## config.mk

```make
export PLATFORM = sky130hd
export DESIGN_NAME = pwm_action_qualifier
export DESIGN_NICKNAME = d
export VERILOG_FILES = /design/src/rtl/aq_pkg.sv /design/src/rtl/aq_rst_sync.sv /design/src/rtl/aq_force_ctrl.sv /design/src/rtl/aq_channel.sv /design/src/rtl/pwm_action_qualifier.sv
export SDC_FILE = /design/constraint.sdc
export NUM_CORES = 1
export LEC_CHECK = 0
export BUFFER_PORTS_ARGS = -buffer_cell sky130_fd_sc_hd__buf_2
export CORE_MARGIN = 4
export CORE_UTILIZATION = 45
export DETAILED_ROUTE_END_ITERATION = 7
export PLACE_DENSITY = 0.79
export SYNTH_ARGS = -nofsm -noshare
export SYNTH_HDL_FRONTEND = slang
export SYNTH_SLANG_ARGS = --single-unit
```

## constraint.sdc

```tcl
create_clock -name clk -period 0.84 [get_ports clk]
set_input_delay 0.084 -clock clk [delete_from_list [all_inputs] [get_ports clk]]
set_output_delay 0.084 -clock clk [all_outputs]
set_load 0.02 [all_outputs]
```

## src/rtl/aq_pkg.sv

```systemverilog
package aq_pkg;

  typedef enum logic [1:0] {
    ACT_KEEP   = 2'b00,
    ACT_LOW    = 2'b01,
    ACT_HIGH   = 2'b10,
    ACT_TOGGLE = 2'b11
  } aq_act_e;

  typedef enum logic [1:0] {
    RLD_AT_ZERO   = 2'b00,
    RLD_AT_PERIOD = 2'b01,
    RLD_AT_EITHER = 2'b10,
    RLD_AT_ONCE   = 2'b11
  } aq_reload_e;

  localparam logic [1:0] FRC_LOW  = 2'b01;
  localparam logic [1:0] FRC_HIGH = 2'b10;

  typedef struct packed {
    logic cmpb_up;
    logic cmpa_up;
    logic period;
    logic zero;
  } aq_evt_t;

  typedef struct packed {
    aq_act_e on_cmpb;
    aq_act_e on_cmpa;
    aq_act_e on_period;
    aq_act_e on_zero;
  } aq_ctl_t;

  // field positions inside the action register
  localparam int CTL_ZERO_LSB = 0;
  localparam int CTL_PRD_LSB  = 2;
  localparam int CTL_CMPA_LSB = 4;
  localparam int CTL_CMPB_LSB = 8;
  // reload mode position inside the force register
  localparam int FRC_MODE_LSB = 6;

  // register select values
  localparam logic [1:0] ADDR_CTL_BASE = 2'd0;
  localparam logic [1:0] ADDR_FORCE    = 2'd2;

endpackage

```

## src/rtl/aq_rst_sync.sv

```systemverilog
module aq_rst_sync #(
  parameter int STAGES = 2
) (
  input  logic clk,
  input  logic rst_n,
  output logic rst_sync_n
);
  logic [STAGES-1:0] sync_q;

  always_ff @(posedge clk or negedge rst_n) begin
    if (!rst_n) sync_q <= '0;
    else        sync_q <= {sync_q[STAGES-2:0], 1'b1};
  end

  assign rst_sync_n = sync_q[STAGES-1];
endmodule

```

## src/rtl/aq_force_ctrl.sv

```systemverilog
module aq_force_ctrl import aq_pkg::*; #(
  parameter int DATA_W = 16,
  parameter int NUM_CH = 2
) (
  input  logic                  clk,
  input  logic                  rst_n,
  input  logic                  wr_hit,
  input  logic [DATA_W-1:0]     wr_data,
  input  logic                  tick,
  input  aq_evt_t               evt,
  output logic [2*NUM_CH-1:0]   shadow_q,
  output logic [2*NUM_CH-1:0]   act_q,
  output logic [2*NUM_CH-1:0]   act_nxt,
  output aq_reload_e            mode_q
);
  localparam int FW = 2 * NUM_CH;

  logic [FW-1:0] shadow_nxt;
  aq_reload_e    mode_nxt;
  logic          load_pt;
  logic          unused_wr_bits;

  assign unused_wr_bits = ^{wr_data[DATA_W-1:FRC_MODE_LSB+2], wr_data[FRC_MODE_LSB-1:FW]};

  // shadow and mode next state
  always_comb begin
    shadow_nxt = shadow_q;
    mode_nxt   = mode_q;
    if (wr_hit) begin
      shadow_nxt = wr_data[FW-1:0];
      mode_nxt   = aq_reload_e'(wr_data[FRC_MODE_LSB +: 2]);
    end
  end

  // reload point decode
  always_comb begin
    case (mode_q)
      RLD_AT_ZERO:   load_pt = evt.zero;
      RLD_AT_PERIOD: load_pt = evt.period;
      RLD_AT_EITHER: load_pt = evt.zero | evt.period;
      default:       load_pt = 1'b1;
    endcase
  end

  assign act_nxt = (tick && load_pt) ? shadow_q : act_q;

  always_ff @(posedge clk or negedge rst_n) begin
    if (!rst_n) begin
      shadow_q <= '0;
      mode_q   <= RLD_AT_ZERO;
      act_q    <= '0;
    end else begin
      shadow_q <= shadow_nxt;
      mode_q   <= mode_nxt;
      if (tick) act_q <= act_nxt;
    end
  end
endmodule

```

## src/rtl/aq_channel.sv

```systemverilog
module aq_channel import aq_pkg::*; #(
  parameter int DATA_W = 16
) (
  input  logic              clk,
  input  logic              rst_n,
  input  logic              ctl_we,
  input  logic [DATA_W-1:0] wr_data,
  input  logic              tick,
  input  aq_evt_t           evt,
  input  logic [1:0]        force_code,
  output logic              lvl_q
);
  aq_ctl_t ctl_q, ctl_nxt;
  aq_act_e sel_act;
  logic    evt_lvl;
  logic    lvl_nxt;
  logic    unused_ctl_bits;

  assign unused_ctl_bits = ^{wr_data[DATA_W-1:CTL_CMPB_LSB+2], wr_data[CTL_CMPB_LSB-1:CTL_CMPA_LSB+2]};

  always_comb begin
    ctl_nxt = ctl_q;
    if (ctl_we) begin
      ctl_nxt.on_zero   = aq_act_e'(wr_data[CTL_ZERO_LSB +: 2]);
      ctl_nxt.on_period = aq_act_e'(wr_data[CTL_PRD_LSB  +: 2]);
      ctl_nxt.on_cmpa   = aq_act_e'(wr_data[CTL_CMPA_LSB +: 2]);
      ctl_nxt.on_cmpb   = aq_act_e'(wr_data[CTL_CMPB_LSB +: 2]);
    end
  end

  // later assignments carry higher priority; keep codes never mask
  always_comb begin
    sel_act = ACT_KEEP;
    if (evt.zero    && ctl_q.on_zero   != ACT_KEEP) sel_act = ctl_q.on_zero;
    if (evt.period  && ctl_q.on_period != ACT_KEEP) sel_act = ctl_q.on_period;
    if (evt.cmpa_up && ctl_q.on_cmpa   != ACT_KEEP) sel_act = ctl_q.on_cmpa;
    if (evt.cmpb_up && ctl_q.on_cmpb   != ACT_KEEP) sel_act = ctl_q.on_cmpb;
  end

  always_comb begin
    case (sel_act)
      ACT_LOW:    evt_lvl = 1'b0;
      ACT_HIGH:   evt_lvl = 1'b1;
      ACT_TOGGLE: evt_lvl = ~lvl_q;
      default:    evt_lvl = lvl_q;
    endcase
  end

  always_comb begin
    lvl_nxt = lvl_q;
    if (tick) begin
      if (force_code == FRC_LOW)       lvl_nxt = 1'b0;
      else if (force_code == FRC_HIGH) lvl_nxt = 1'b1;
      else                             lvl_nxt = evt_lvl;
    end
  end

  always_ff @(posedge clk or negedge rst_n) begin
    if (!rst_n) begin
      ctl_q <= '{default: ACT_KEEP};
      lvl_q <= 1'b0;
    end else begin
      ctl_q <= ctl_nxt;
      if (tick) lvl_q <= lvl_nxt;
    end
  end
endmodule

```

## src/rtl/pwm_action_qualifier.sv

```systemverilog
module pwm_action_qualifier import aq_pkg::*; #(
  parameter int DATA_W      = 16,
  parameter int ADDR_W      = 2,
  parameter int SYNC_STAGES = 2
) (
  input  logic              clk,
  input  logic              rst_n,
  input  logic              tick,
  input  logic              evt_zero,
  input  logic              evt_period,
  input  logic              evt_cmpa_up,
  input  logic              evt_cmpb_up,
  input  logic              wr_en,
  input  logic [ADDR_W-1:0] wr_addr,
  input  logic [DATA_W-1:0] wr_data,
  output logic              pwm_a,
  output logic              pwm_b
);
  localparam int NUM_CH = 2;
  localparam int FW     = 2 * NUM_CH;

  logic          rst_sync_n;
  aq_evt_t       evt;
  logic [FW-1:0] force_shadow;
  logic [FW-1:0] force_act;
  logic [FW-1:0] force_nxt;
  aq_reload_e    reload_mode;
  logic          force_hit;
  logic [NUM_CH-1:0] lvl;

  aq_rst_sync #(.STAGES(SYNC_STAGES)) rst_sync_i (
    .clk        (clk),
    .rst_n      (rst_n),
    .rst_sync_n (rst_sync_n)
  );

  assign evt       = '{cmpb_up: evt_cmpb_up, cmpa_up: evt_cmpa_up,
                       period: evt_period, zero: evt_zero};
  assign force_hit = wr_en && (wr_addr == ADDR_W'(ADDR_FORCE));

  aq_force_ctrl #(.DATA_W(DATA_W), .NUM_CH(NUM_CH)) force_i (
    .clk      (clk),
    .rst_n    (rst_sync_n),
    .wr_hit   (force_hit),
    .wr_data  (wr_data),
    .tick     (tick),
    .evt      (evt),
    .shadow_q (force_shadow),
    .act_q    (force_act),
    .act_nxt  (force_nxt),
    .mode_q   (reload_mode)
  );

  for (genvar ch = 0; ch < NUM_CH; ch++) begin : g_ch
    logic ctl_we;
    assign ctl_we = wr_en && (wr_addr == ADDR_W'(ADDR_CTL_BASE) + ADDR_W'(ch));
    aq_channel #(.DATA_W(DATA_W)) chan_i (
      .clk        (clk),
      .rst_n      (rst_sync_n),
      .ctl_we     (ctl_we),
      .wr_data    (wr_data),
      .tick       (tick),
      .evt        (evt),
      .force_code (force_nxt[2*ch +: 2]),
      .lvl_q      (lvl[ch])
    );
  end

  assign pwm_a = lvl[0];
  assign pwm_b = lvl[1];
endmodule

```

==> results of run 1 <==
[path summary, 6_finish.rpt]
kind | start | endpoint | slack, ns | cells after the start
min reg2reg | rst_sync_i.sync_q[1]$_DFF_PN0_ | g_ch[1].chan_i.ctl_q[7]$_DFFE_PN0P_ | 0.21 | 1
max | force_i.mode_q[0]$_DFFE_PN0P_ | g_ch[1].chan_i.lvl_q$_DFFE_PN0P_ | -1.46 | 10
min in group asynchronous | rst_n | rst_sync_i.sync_q[1]$_DFF_PN0_ | 0.07 | 2
max in group asynchronous | rst_sync_i.sync_q[1]$_DFF_PN0_ | force_i.mode_q[0]$_DFFE_PN0P_ | 0.46 | 1
max reg2reg | force_i.mode_q[0]$_DFFE_PN0P_ | g_ch[1].chan_i.lvl_q$_DFFE_PN0P_ | -1.46 | 10
min | wr_data[2] | force_i.shadow_q[2]$_DFFE_PN0P_ | 0.02 | 2
[cell usage in the layout (no fill, tap or decap), types with 2 or more instances in the layout]
cell	instances
nand3b_1	2
clkbuf_4	5
dfrtp_1	29
nor2_1	2
o21ai_0	3
a21oi_2	2
buf_4	15
inv_1	4
buf_2	19
nand2b_1	2
nand2_1	12
ha_4	3
a22o_1	2
a21oi_1	3
buf_6	24
buf_12	3
a31oi_1	2
dlygate4sd3_1	7
mux2_4	25
mux2_2	6
inv_2	3
[state kept, by name (all words and copies together), names as in the netlist]
register	cells
g_ch.chan_i.ctl_q	16
force_i.act_q	4
force_i.shadow_q	4
force_i.mode_q	2
g_ch.chan_i.lvl_q	2
rst_sync_i.sync_q	2
[cell families (layout without fill, tap and decap cells)]
kind of cell | after synthesis | in the layout | synth area share
multiplexers | 31 | 31 | 0.237
flip-flops | 30 | 30 | 0.489
AND/OR/NAND/NOR | 26 | 26 | 0.0873
AO/OA/AOI/OAI | 24 | 24 | 0.124
buffers and inverters | 9 | 84 | 0.0269
adder cells (fa/ha/maj) | 4 | 4 | 0.0326
other | 1 | 1 | 0.00244
[worst max-delay path, delay by kind of cell, from the launching register on]
| kind | cells | cell delay, ns |
|---|---|---|
| compound gates | 4 | 0.70 |
| mux | 2 | 0.63 |
| flops | 1 | 0.42 |
| buf+inv | 2 | 0.20 |
| fa+ha+maj | 1 | 0.20 |
| simple gates | 1 | 0.06 |
[final cells by class]
type	instances	area [um^2]
Tap cell	44	55.1
Fill cell	195	757
Timing Repair Buffer	68	608
Sequential cell	30	752
Clock inverter	1	5.00
Inverter	8	32.5
Clock buffer	7	55.1
Multi-Input combinational cell	86	888
[metal layers]
layer / routed length [um] / part of all wire / vias to the layer above / track usage
met2: 2300 / 0.53 / 40 / 0.404
li1: - / - / 606 / -
met3: 153 / 0.035 / 19 / 0.0442
met5: 0 / 0 / - / 0
met4: 161 / 0.037 / 0 / 0.0939
met1: 1740 / 0.40 / 680 / 0.258
[power groups by stage]
stage	logic (mW)	registers (mW)	clock network (mW)
after floorplan	1.12	2.04	0
after CTS	2.43	2.01	0.914
final	2.56	2.03	0.910
after global placement	1.83	1.99	0
after detailed placement	1.96	2.02	0
after global routing	2.77	2.07	0.974
[timing repair]
item | CTS | global route
pin swaps | 2 | 4
hold buffers | 7 | 0
endpoints found under the hold margin | 10 | 0
setup buffers | 11 | 8
endpoints found under the setup margin | 22 | 24
gates resized for setup | 37 | 13
[through the flow]
step	utilization	power [mW]	area [um^2]
floorplan	-	3.16	1600
global placement	0.646	3.82	2040
detailed placement	0.646	3.98	2040
CTS	0.748	5.35	2360
global route	0.760	5.81	2400
finish	0.760	5.51	2400
==> flow_summary.toml, run 1 <==
[logic_synthesis]
syn_area_per_cell_um2 = 12.3
synth_cell_type_count = 33
synth_common_cells = "dfrtp_1, mux2_2, nand2_1"
syn_inst = 125
synth-edff-count = 0
syn_area_um2 = 1530
ys_ff_latch = 30
yosysSeqAreaShare = 0.489
synth_top_area_share = 0.489
synth.area.top_cells = "dfrtp_1, mux2_2, mux2_4"
yosysTopAreaCell = "dfrtp_1"
yosysMostFrequentCell = "dfrtp_1"
synth_ff_type = "dfrtp_1"
synth.net_count = 155
ys.warnings.count = 0
synth-async-reset-ratio = 1.00

[global_route]
grt_pass1_vias = 1488
overflow = 0
grt_pass1_wl_um = 7320
grtUsageTotal = 0.225
antenna_found_initial = 0
grt_max_degree = 29

[clock_network]
worstSkewPairLatency_ns = 0.33
cts-root-buf = "clkbuf_4"
h-tree-depth = 2
path_clk_slew_ns = 0.09
cts_tree = "yes"
clock_path_buffers = 2
cts_made_buffers = 5
clkSinkCount = 30

[sta]
setup_violations = 23
min_period_ns = 2.30
finalMaxSlewViolations = 0
rsz0062_at_grt = "yes"
whs_ns = 0.0234
timing.fmax_mhz = 435
tns_ns = -7.01
fin_crit_sh = 2.73
hold_viol = 0
final.setup.worst_slack_ns = -1.46
fin_skew_ns = 0.00339

[setup_path]
crit_path_max_incr_delay_ns = 0.42
cp_max_fo = 4
crit_path_top_delay_cell = "dfrtp_1"
critPathKind = "reg2reg"
crit_chain = "mux2_4 -> o21ai_4 -> buf_6 -> mux2_4 -> inv_4 -> ha_4 -> nand3_2 -> a21oi_2 -> o221a_2 -> o32ai_2"
cp-start-kind = "register"
cp.arrival_ns = 2.54
cp-end-kind = "register"
required_ns = 1.09
crit_path_frequent_cell = "mux2_4"

[route]
ant_nets = 0
drtPass1Iterations = 4
via_per_inst = 5.51
drt_iter0_drc = 38
drc_errors = 0
wl_per_cell_um = 17.9
dr_total_vias = 1345
postRouteWirelength_um = 4360

[die]
initial_core_util = 0.487
ios = 28
die_area_um2 = 4410
rows = 20
coreArea_um2 = 3150
die_h_um = 66.4
die-width_um = 66.4

[power_and_ir_drop]
switching_share = 0.320
power_density_nw_per_um2 = 2300
peakVddDrop_v = 0.00141
power_frac_seq = 0.369
p_int_mw = 3.75
p_clk_frac = 0.165
pwr-share-comb = 0.465
power.switching_mw = 1.76
leakage_nw = 1.15

[layout]
layout.nets = 229
finalNonFillerCells = 244
syn_to_final_growth_pct = 56.2
antenna_cells = 0
layout-drive-gt1-share = 0.585

[placement]
io_buffers = 21
dp_cells = 222
gp_congestion = 0.756
dpl_worst_slack_ns = -1.44
place_hpwl_um = 2860

[min_path]
min_path_type = "in2reg"

[status]
status = "finished with violations"
failed_checks = "setup timing"

[flow_run]
maxCapViolCount = 0
Note: power is estimated with default switching activity, not from simulation.
==> inputs of run 2 (changes only) <==
- PLACE_DENSITY: 0.79 -> 0.73
==> run 2 against run 1 <==
  * Utilization fell by 0.36 points
  * Power is 0.52% lower
  * Sequential power is essentially flat
  * Hold slack got worse by 0.0080 ns
  * Maximum frequency increased by 2.7%
  * Sequential share of layout area up 0.20 points
  * Final area is 0.47% lower
  * Die area unchanged
  * Clock-buffer cell count decreased by 1
  * Non-clock buffer count did not move
  * Critical path type unchanged
  * The flow still finishes with violations (setup timing)
  * Clock power grew 0.7%
  * Via count down 1.0%
==> flow_summary.toml, run 2 (synthesized netlist as in run 1, its figures left out) <==
[power_and_ir_drop]
totalPowerFinal_mw = 5.48
peakVddDrop_v = 0.00138
power_density_nw_per_um2 = 2300
leakage_nw = 1.13

[placement]
dpl_worst_slack_ns = -1.42
gp_congestion = 0.805
place_hpwl_um = 2750
io_buffers = 21

[clock_network]
h-tree-depth = 2
cts-root-buf = "clkbuf_4"
path_clk_slew_ns = 0.10
worstSkewPairLatency_ns = 0.33
clkSinkCount = 30
cts_made_buffers = 5
cts_tree = "yes"
clock_path_buffers = 2

[layout]
antenna_cells = 0
syn_to_final_growth_pct = 55.5
top_register = "g_ch.chan_i.ctl_q"
layout_common_cells = "dfrtp_1, mux2_4, buf_6"
final_common_cell = "dfrtp_1"
reg_top3 = "g_ch.chan_i.ctl_q x16, force_i.act_q x4, force_i.shadow_q x4"
final_util = 0.756
largest_register_ffs = 16
layout-drive-gt1-share = 0.595
layout.nets = 229

[sta]
whs_ns = 0.0154
rsz0062_at_grt = "yes"
setup_violations = 22
hold_viol = 0
fin_crit_sh = 2.66
final.setup.worst_slack_ns = -1.40
min_period_ns = 2.24
fin_skew_ns = 0.00984
tns_ns = -7.17
finalMaxSlewViolations = 0
timing.fmax_mhz = 447

[setup_path]
cp-start-kind = "register"
crit_path_top_delay_cell = "dfrtp_1"
critPathKind = "reg2reg"
crit_chain = "mux2_4 -> o21ai_4 -> buf_6 -> mux2_4 -> inv_2 -> ha_4 -> a21oi_2 -> o21ai_1 -> o221ai_1 -> a311oi_1 -> nor3_1"
cp_max_fo = 4
required_ns = 1.06
worst-path-buf-inv = 2
crit_path_frequent_cell = "mux2_4"
crit_path_max_incr_delay_ns = 0.42
cpLargestDelayFamily = "multiplexers"
cp.arrival_ns = 2.46
cp-end-kind = "register"

[die]
die-width_um = 66.4
die_area_um2 = 4410
initial_core_util = 0.487
coreArea_um2 = 3150
die_h_um = 66.4
ios = 28
rows = 20

[route]
drt_iter0_drc = 47
wl_per_cell_um = 16.9
drtPass1Iterations = 4
ant_nets = 0
dr_total_vias = 1331
postRouteWirelength_um = 4110
drc_errors = 0
via_per_inst = 5.45

[status]
status = "finished with violations"
failed_checks = "setup timing"

[flow_run]
maxCapViolCount = 0

[global_route]
antenna_found_initial = 0
overflow = 0
grtUsageTotal = 0.212
grt_use_met2 = 0.394
grt_pass1_vias = 1445
top_usage_layer = "met2"
use_met1 = 0.230
grt_max_degree = 29
grtUsageMet3 = 0.0425
grt_pass1_wl_um = 6800

[min_path]
min_path_type = "in2reg"
-- run 2: cell types whose count changed in the layout (fill, tap and decap cells not counted), sizes merged --
cell | previous run | this run
clkbuf | 7 | 6
clkinvlp | 0 | 1
-- run 2: path summary, 6_finish.rpt --
kind / to / startpoint / slack [ns] / cells past startpoint
setup / recovery: g_ch[0].chan_i.lvl_q$_DFFE_PN0P_ / force_i.mode_q[0]$_DFFE_PN0P_ / -1.40 / 11
hold / removal: force_i.shadow_q[1]$_DFFE_PN0P_ / wr_data[1] / 0.02 / 2
setup reg to reg: g_ch[0].chan_i.lvl_q$_DFFE_PN0P_ / force_i.mode_q[0]$_DFFE_PN0P_ / -1.40 / 11
hold reg to reg: g_ch[0].chan_i.ctl_q[5]$_DFFE_PN0P_ / rst_sync_i.sync_q[1]$_DFF_PN0_ / 0.23 / 1
max in group asynchronous: force_i.act_q[2]$_DFFE_PN0P_ / rst_sync_i.sync_q[1]$_DFF_PN0_ / 0.45 / 1
min in group asynchronous: rst_sync_i.sync_q[1]$_DFF_PN0_ / rst_n / 0.09 / 2
-- run 2: metrics by stage --
stage / std cells / instance area (um^2)
global placement: 222 / 2040
CTS: 243 / 2360
detailed placement: 222 / 2040
global route: 244 / 2380
finish: 244 / 2380
floorplan: 125 / 1600
-- run 2: what timing repair did --
action	4_1_cts	5_1_grt
gates resized for setup	34	11
hold endpoints to repair	12	0
hold buffers	7	0
setup endpoints to repair	22	23
setup buffers	12	8
-- run 2: final cells by class --
type	instances	area, um^2
Clock buffer	6	51.3
Clock inverter	2	12.5
Fill cell	202	768
Inverter	8	32.5
Multi-Input combinational cell	86	883
Sequential cell	30	753
Tap cell	44	55.1
Timing Repair Buffer	68	597
-- run 2: report_power, final --
group | internal (mW) | switching (mW)
clock network | 0.402 | 0.514
registers | 1.77 | 0.256
logic | 1.56 | 0.969
-- run 2: metal layers --
layer,vias up,part of all wire
li1,605,-
met5,-,0
met3,14,0.042
met2,43,0.54
met1,669,0.39
met4,0,0.027
